**src/rtl/nap_pkg.sv**
```systemverilog
package nap_pkg;
  localparam int NUM_DEPTHS = 3;
  localparam int DEPTH_W    = 2;

  typedef enum logic [2:0] {
    ST_IDLE,
    ST_SPIN,
    ST_FLUSH,
    ST_SLEEP,
    ST_RESID,
    ST_DEPART
  } nap_state_e;

  // Deepest depth whose round-trip cost fits inside the stall; 0 when none.
  function automatic logic [DEPTH_W-1:0] deepest_fit(
    input logic [NUM_DEPTHS-1:0] fits
  );
    logic [DEPTH_W-1:0] d;
    d = '0;
    for (int k = 0; k < NUM_DEPTHS; k++)
      if (fits[k]) d = DEPTH_W'(k + 1);
    return d;
  endfunction

  // Increment that sticks at the all-ones value.
  function automatic logic [31:0] sat_inc(input logic [31:0] v, input logic [31:0] max);
    return (v >= max) ? max : v + 32'd1;
  endfunction
endpackage

```
**src/rtl/nap_depth_pick.sv**
```systemverilog
module nap_depth_pick
  import nap_pkg::*;
#(
  parameter int STALL_W = 16
) (
  input  logic [STALL_W-1:0]                 stall_i,
  input  logic                               valid_i,
  input  logic [NUM_DEPTHS-1:0][STALL_W-1:0] cost_i,
  output logic [DEPTH_W-1:0]                 depth_o
);
  logic [NUM_DEPTHS-1:0] fits;

  for (genvar k = 0; k < NUM_DEPTHS; k++) begin : g_fit
    assign fits[k] = valid_i && (cost_i[k] <= stall_i);
  end

  assign depth_o = deepest_fit(fits);
endmodule

```
**src/rtl/nap_watchdog.sv**
```systemverilog
module nap_watchdog #(
  parameter int W = 16
) (
  input  logic         clk,
  input  logic         rst_n,
  input  logic         load_i,
  input  logic [W-1:0] load_val_i,
  input  logic         run_i,
  output logic         expired_o
);
  logic [W-1:0] cnt_q;

  always_ff @(posedge clk or negedge rst_n) begin
    if (!rst_n)                       cnt_q <= '0;
    else if (load_i)                  cnt_q <= load_val_i;
    else if (run_i && cnt_q != '0)    cnt_q <= cnt_q - W'(1);
  end

  assign expired_o = (cnt_q == '0);
endmodule

```
**src/rtl/nap_flag_snoop.sv**
```systemverilog
module nap_flag_snoop #(
  parameter int ADDR_W = 32
) (
  input  logic              clk,
  input  logic              rst_n,
  input  logic              capture_i,
  input  logic [ADDR_W-1:0] cap_addr_i,
  input  logic              armed_i,
  input  logic              inv_valid_i,
  input  logic [ADDR_W-1:0] inv_addr_i,
  output logic              hit_now_o,
  output logic              hit_seen_o,
  output logic [ADDR_W-1:0] addr_o
);
  logic [ADDR_W-1:0] addr_q;
  logic              seen_q;

  assign hit_now_o = armed_i && inv_valid_i && (inv_addr_i == addr_q);

  always_ff @(posedge clk or negedge rst_n) begin
    if (!rst_n) begin
      addr_q <= '0;
      seen_q <= 1'b0;
    end else if (capture_i) begin
      addr_q <= cap_addr_i;
      seen_q <= 1'b0;
    end else if (hit_now_o) begin
      seen_q <= 1'b1;
    end
  end

  assign hit_seen_o = seen_q;
  assign addr_o     = addr_q;
endmodule

```
**src/rtl/nap_late_meter.sv**
```systemverilog
module nap_late_meter
  import nap_pkg::*;
#(
  parameter int W = 16
) (
  input  logic         clk,
  input  logic         rst_n,
  input  logic         clear_i,
  input  logic         count_i,
  output logic [W-1:0] value_o
);
  localparam logic [31:0] MAX_V = 32'((64'd1 << W) - 64'd1);
  logic [W-1:0] val_q;

  always_ff @(posedge clk or negedge rst_n) begin
    if (!rst_n)        val_q <= '0;
    else if (clear_i)  val_q <= '0;
    else if (count_i)  val_q <= W'(sat_inc(32'(val_q), MAX_V));
  end

  assign value_o = val_q;
endmodule

```
**src/rtl/barrier_nap_ctrl.sv**
```systemverilog
module barrier_nap_ctrl
  import nap_pkg::*;
#(
  parameter int                    STALL_W      = 16,
  parameter int                    ADDR_W       = 32,
  parameter int                    LAT_W        = 16,
  parameter logic [NUM_DEPTHS-1:0] NOSNOOP_MASK = 3'b100
) (
  input  logic               clk,
  input  logic               rst_n,
  input  logic               arrive_i,
  input  logic [STALL_W-1:0] pred_stall_i,
  input  logic               pred_valid_i,
  input  logic [ADDR_W-1:0]  flag_addr_i,
  input  logic [STALL_W-1:0] cost_s1_i,
  input  logic [STALL_W-1:0] cost_s2_i,
  input  logic [STALL_W-1:0] cost_s3_i,
  input  logic               inv_valid_i,
  input  logic [ADDR_W-1:0]  inv_addr_i,
  input  logic               flush_ack_i,
  input  logic               released_i,
  output logic               flush_req_o,
  output logic               snoop_arm_o,
  output logic [ADDR_W-1:0]  snoop_addr_o,
  output logic [1:0]         sleep_req_o,
  output logic               wake_o,
  output logic               wake_src_o,
  output logic               depart_o,
  output logic               late_valid_o,
  output logic [LAT_W-1:0]   late_cycles_o
);
  nap_state_e state_q, state_d;
  logic [DEPTH_W-1:0] depth_q, depth_w;
  logic               ext_q;

  // Named internal events
  logic accept_w;
  logic asleep_w;
  logic armed_w;
  logic wd_expired_w;
  logic hit_now_w, hit_seen_w;
  logic wake_cond_w, wake_ext_w;
  logic needs_flush_w;

  logic [NUM_DEPTHS-1:0][STALL_W-1:0] costs;
  assign costs[0] = cost_s1_i;
  assign costs[1] = cost_s2_i;
  assign costs[2] = cost_s3_i;

  nap_depth_pick #(.STALL_W(STALL_W)) u_pick (
    .stall_i (pred_stall_i),
    .valid_i (pred_valid_i),
    .cost_i  (costs),
    .depth_o (depth_w)
  );

  assign accept_w = (state_q == ST_IDLE) && arrive_i;
  assign asleep_w = (state_q == ST_SLEEP);
  assign armed_w  = (state_q == ST_FLUSH) || asleep_w;

  always_comb begin
    needs_flush_w = 1'b0;
    for (int k = 0; k < NUM_DEPTHS; k++)
      if (depth_w == DEPTH_W'(k + 1)) needs_flush_w = NOSNOOP_MASK[k];
  end

  nap_watchdog #(.W(STALL_W)) u_wd (
    .clk        (clk),
    .rst_n      (rst_n),
    .load_i     (accept_w),
    .load_val_i (pred_stall_i),
    .run_i      (armed_w),
    .expired_o  (wd_expired_w)
  );

  nap_flag_snoop #(.ADDR_W(ADDR_W)) u_snoop (
    .clk         (clk),
    .rst_n       (rst_n),
    .capture_i   (accept_w),
    .cap_addr_i  (flag_addr_i),
    .armed_i     (armed_w),
    .inv_valid_i (inv_valid_i),
    .inv_addr_i  (inv_addr_i),
    .hit_now_o   (hit_now_w),
    .hit_seen_o  (hit_seen_w),
    .addr_o      (snoop_addr_o)
  );

  assign wake_ext_w  = asleep_w && (hit_now_w || hit_seen_w);
  assign wake_cond_w = wake_ext_w || (asleep_w && wd_expired_w);

  nap_late_meter #(.W(LAT_W)) u_late (
    .clk     (clk),
    .rst_n   (rst_n),
    .clear_i (accept_w),
    .count_i (armed_w && released_i && !wake_cond_w),
    .value_o (late_cycles_o)
  );

  always_comb begin
    state_d = state_q;
    unique case (state_q)
      ST_IDLE:
        if (arrive_i) begin
          if (depth_w == '0)      state_d = ST_SPIN;
          else if (needs_flush_w) state_d = ST_FLUSH;
          else                    state_d = ST_SLEEP;
        end
      ST_SPIN:   if (released_i) state_d = ST_DEPART;
      ST_FLUSH:  if (flush_ack_i) state_d = ST_SLEEP;
      ST_SLEEP:
        if (wake_cond_w) state_d = released_i ? ST_DEPART : ST_RESID;
      ST_RESID:  if (released_i) state_d = ST_DEPART;
      ST_DEPART: state_d = ST_IDLE;
      default:   state_d = ST_IDLE;
    endcase
  end

  always_ff @(posedge clk or negedge rst_n) begin
    if (!rst_n) begin
      state_q <= ST_IDLE;
      depth_q <= '0;
      ext_q   <= 1'b0;
    end else begin
      state_q <= state_d;
      if (accept_w) begin
        depth_q <= depth_w;
        ext_q   <= 1'b0;
      end else if (wake_cond_w) begin
        ext_q   <= wake_ext_w;
      end
    end
  end

  assign flush_req_o  = (state_q == ST_FLUSH);
  assign snoop_arm_o  = armed_w;
  assign sleep_req_o  = asleep_w ? depth_q : '0;
  assign wake_o       = wake_cond_w;
  assign wake_src_o   = wake_ext_w;
  assign depart_o     = (state_q == ST_DEPART);
  assign late_valid_o = depart_o && ext_q;
endmodule

```
**config.mk**
```make
export PLATFORM = sky130hd
export DESIGN_NAME = barrier_nap_ctrl
export DESIGN_NICKNAME = d
export VERILOG_FILES = /design/src/rtl/nap_pkg.sv /design/src/rtl/nap_depth_pick.sv /design/src/rtl/nap_watchdog.sv /design/src/rtl/nap_flag_snoop.sv /design/src/rtl/nap_late_meter.sv /design/src/rtl/barrier_nap_ctrl.sv
export SDC_FILE = /design/constraint.sdc
export NUM_CORES = 1
export LEC_CHECK = 0
export ABC_CLOCK_PERIOD_IN_PS = 3250
export BUFFER_PORTS_ARGS = -buffer_cell sky130_fd_sc_hd__buf_4
export CAP_MARGIN = 20
export CORE_UTILIZATION = 33
export DETAILED_ROUTE_END_ITERATION = 7
export SETUP_SLACK_MARGIN = 0.15
export SKIP_LAST_GASP = 1
export SLEW_MARGIN = 30
export SYNTH_ARGS = -nofsm -noshare
export SYNTH_HDL_FRONTEND = slang
export SYNTH_SLANG_ARGS = --single-unit
```
**constraint.sdc**
```tcl
create_clock -name clk -period 3.25 [get_ports clk]
set_input_delay 0.4875 -clock clk [delete_from_list [all_inputs] [get_ports clk]]
set_output_delay 0.4875 -clock clk [all_outputs]
set_load 0.01 [all_outputs]
```
==> results.toml <==
[layout]
multi_input_area_um2 = 2980
area_growth_syn_to_layout_pct = 39.3
final_cells = 950
drive_gt1_share_pct = 29.5
design_area_um2 = 6900
antenna_cells = 0
fill_cells = 1473
seqCellArea_um2 = 1780
nets = 947

[setup_path]
slowest_stage = "or4_4"
critPathLaunchType = "flop"
critPathCaptureType = "output pin"
crit_path_frequent_cell = "or4_4"
regToRegStartpoint = "u_wd.cnt_q[0]"
path_buf_inv = 2
crit_family = "simple AND/OR/NAND/NOR gates"
regToRegSetupSlack_ps = 420
critPathArrivalTime_ps = 2660
crit_chain = "inv_1 > ha_1 > or3b_1 > or4_4 > or4_4 > nor2b_1 > nor2_1 > buf_4"
worstPathMaxFanout = 7
cp.depth = 8
cp-startpoint = "u_wd.cnt_q[0]"
cp.required_ps = 2760
r2r_end = "u_late.value_o[4]"
max_stage_delay_ps = 500
critPathCapture = "wake_o"
criticalPathCategory = "reg -> out"
r2r_cells = 9

[clocking]
numCtsBuffers = 9
clk_pin_slew_ps = 60
cts_tree = "built"
clkLatencyLatePin_ps = 330
cts_max_path_buffers = 2
cts-root-buf = "clkbuf_16"
cts-htree-levels = 3
cts_setup_buffers = 0
numClockSinks = 71

[sta]
finalCritPeriodShare_pct = 97.0
skew_ps = 5.84
tightest_slew_ps = 663
rsz0062_at_grt = "true"
final_max_slew_viol_count = 0
setup-tns-final_ps = 0
fin_crit_ps = 3150
finalHoldViolations = 0
max_freq_mhz = 317
max-slew-margin-rel_pct = 55.8
hold_slack_ps = 160
setup_viol = 0

[floorplanning]
pin_count = 191
fp-row-count = 44
die_h_um = 125
die_x_um = 125
dieArea_um2 = 15500
initial_core_util_pct = 33.9
coreArea_um2 = 14600

[synthesis]
synth-edff-count = 0
synth_top_area_share_pct = 35.9
syn_area_per_cell_um2 = 8.58
yosys_warnings = 0
synth-seq-area-share_pct = 35.9
synth.most_common_cell = "nand2_1"
async_reset_ff_share_pct = 100
synth_nets = 762
ys_top_cells_by_area = "dfrtp_1 36%, ha_1 13%, nand2_1 10%"
synth_area_um2 = 4950
synth.distinct_cells = 57
ys_ff_latch = 71
netlist_top_cells_count = "138 x nand2_1, 71 x dfrtp_1, 50 x ha_1"
synthCells = 577
synthFlopType = "dfrtp_1"
yosysTopAreaCell = "dfrtp_1"

[pwr]
combPwrFrac_pct = 44.8
clkPwrFrac_pct = 20.8
max-vdd-ir-drop_uv = 286
p_leak_nw = 3.40
switching_share_pct = 39.4
cellInternalPower_w = 0.00284
power_w = 0.00469
pwr-share-seq_pct = 34.5
switchingPower_w = 0.00185
power_density_nw_per_um2 = 681

[global_routing]
globalRoute.totalOverflow = 0
grt_use_met3_pct = 4.04
grt_pass1_vias = 5011
use_met1_pct = 25.7
grt_first_pass_wirelength_mm = 25.0
grtUsageTotal_pct = 20.0
grt_start_max_net_pins = 72
top_usage_layer = "met2"
antenna_found_initial = 0
use_met2_pct = 33.3

[flow_run]
max_cap_violations = 0

[worst_hold_path]
hold_class = "in -> async"

[placement]
dp.cells = 935
place_congestion = 0.839
portBuffers = 190
place_area_um2 = 6590
hpwl_mm = 12.2

[run_status]
status = "finished, final reports clean"

[routing]
dr_total_vias = 4923
wl_per_cell_um = 16.2
wirelength_mm = 15.4
first_pass_iters = 5
drt.antenna.violating_nets = 0
viasPerCell = 5.18
drc = 0
drt_iter0_drc = 280
[state kept, by name, summed over array words and instances, names as in the netlist]
| signal | count |
|---|---|
| depth_q | 2 |
| u_snoop.hit_seen_o | 1 |
| u_wd.cnt_q | 16 |
| ext_q | 1 |
| state_q | 3 |
| u_late.value_o | 16 |
| u_snoop.addr_o | 32 |
[worst min path at each step]
stage | startpoint | cells after the start | to | slack (ps)
finish | rst_n | 1 | u_snoop.addr_o[0] | 160
floorplan | rst_n | 0 | depth_q[0] | 190
global route | rst_n | 1 | u_snoop.addr_o[0] | 230
CTS | rst_n | 1 | u_snoop.addr_o[0] | 340
global placement | depth_q[1] | 2 | depth_q[1] | 460
detailed placement | depth_q[0] | 2 | depth_q[0] | 480
[cells in the final DEF, fill, tap and decap left out, drive strengths merged, types with 8 or more instances in the layout]
cell type  instances
nand2            138
nor4               9
clkbuf            11
buf              197
nor2b              8
inv               30
a21oi             31
ha                50
nor3              10
nand3             16
nor2              15
and2               8
nand4             21
xnor2             36
dfrtp             71
o21ai             20
[area by class of cell]
cell class,count,share of cell area [%]
sequential,71,25.8
timing repair buffer,197,21.7
clock inverter,4,0.653
multi-input combinational,453,43.3
inverter,30,1.63
clock buffer,11,3.66
tap,184,3.34
[logic make-up after synthesis]
family	synth area share, %
AO/OA/AOI/OAI	16.7
buffers and inverters	4.14
XOR/XNOR	7.07
AND/OR/NAND/NOR	23.6
adder cells (fa/ha/maj)	12.6
flip-flops	35.9
[worst register-to-register path: stages, from the launching register on]
cell	delay, ps
dfrtp_1	370
inv_1	90
ha_1	160
or3b_1	380
or4_4	500
o41ai_4	270
or4_1	170
o211ai_2	130
and2_1	320
a311oi_2	330
[per-layer routing]
layer	part of all wire, %	vias up
met5	0	-
met4	2.5	0
met3	4.3	30
met2	50	114
met1	44	2346
li1	-	2433
[timing repair]
item	in CTS	in global routing
gates cloned	0	0
endpoints found under the hold margin	0	0
resized for setup	2	0
endpoints found under the setup margin	1	1
hold buffers	0	0
[power groups by stage]
stage	combinational, W	sequential [W]	clock [W]
after floorplan	0.00122	0.00160	0
after global placement	0.00205	0.00161	0
final	0.00210	0.00162	0.000975
after global routing	0.00235	0.00167	0.00104
after CTS	0.00212	0.00161	0.00101
after detailed placement	0.00210	0.00162	0
[per-stage QoR]
step | setup slack (ps) | util [%]
after floorplan | 517 | -
after global placement | 318 | 45.2
after detailed placement | 268 | 45.2
after CTS | 79.3 | 47.2
after global routing | -31.8 | 47.3
final | 98.0 | 47.3
Note: power is estimated with default switching activity, not from simulation.
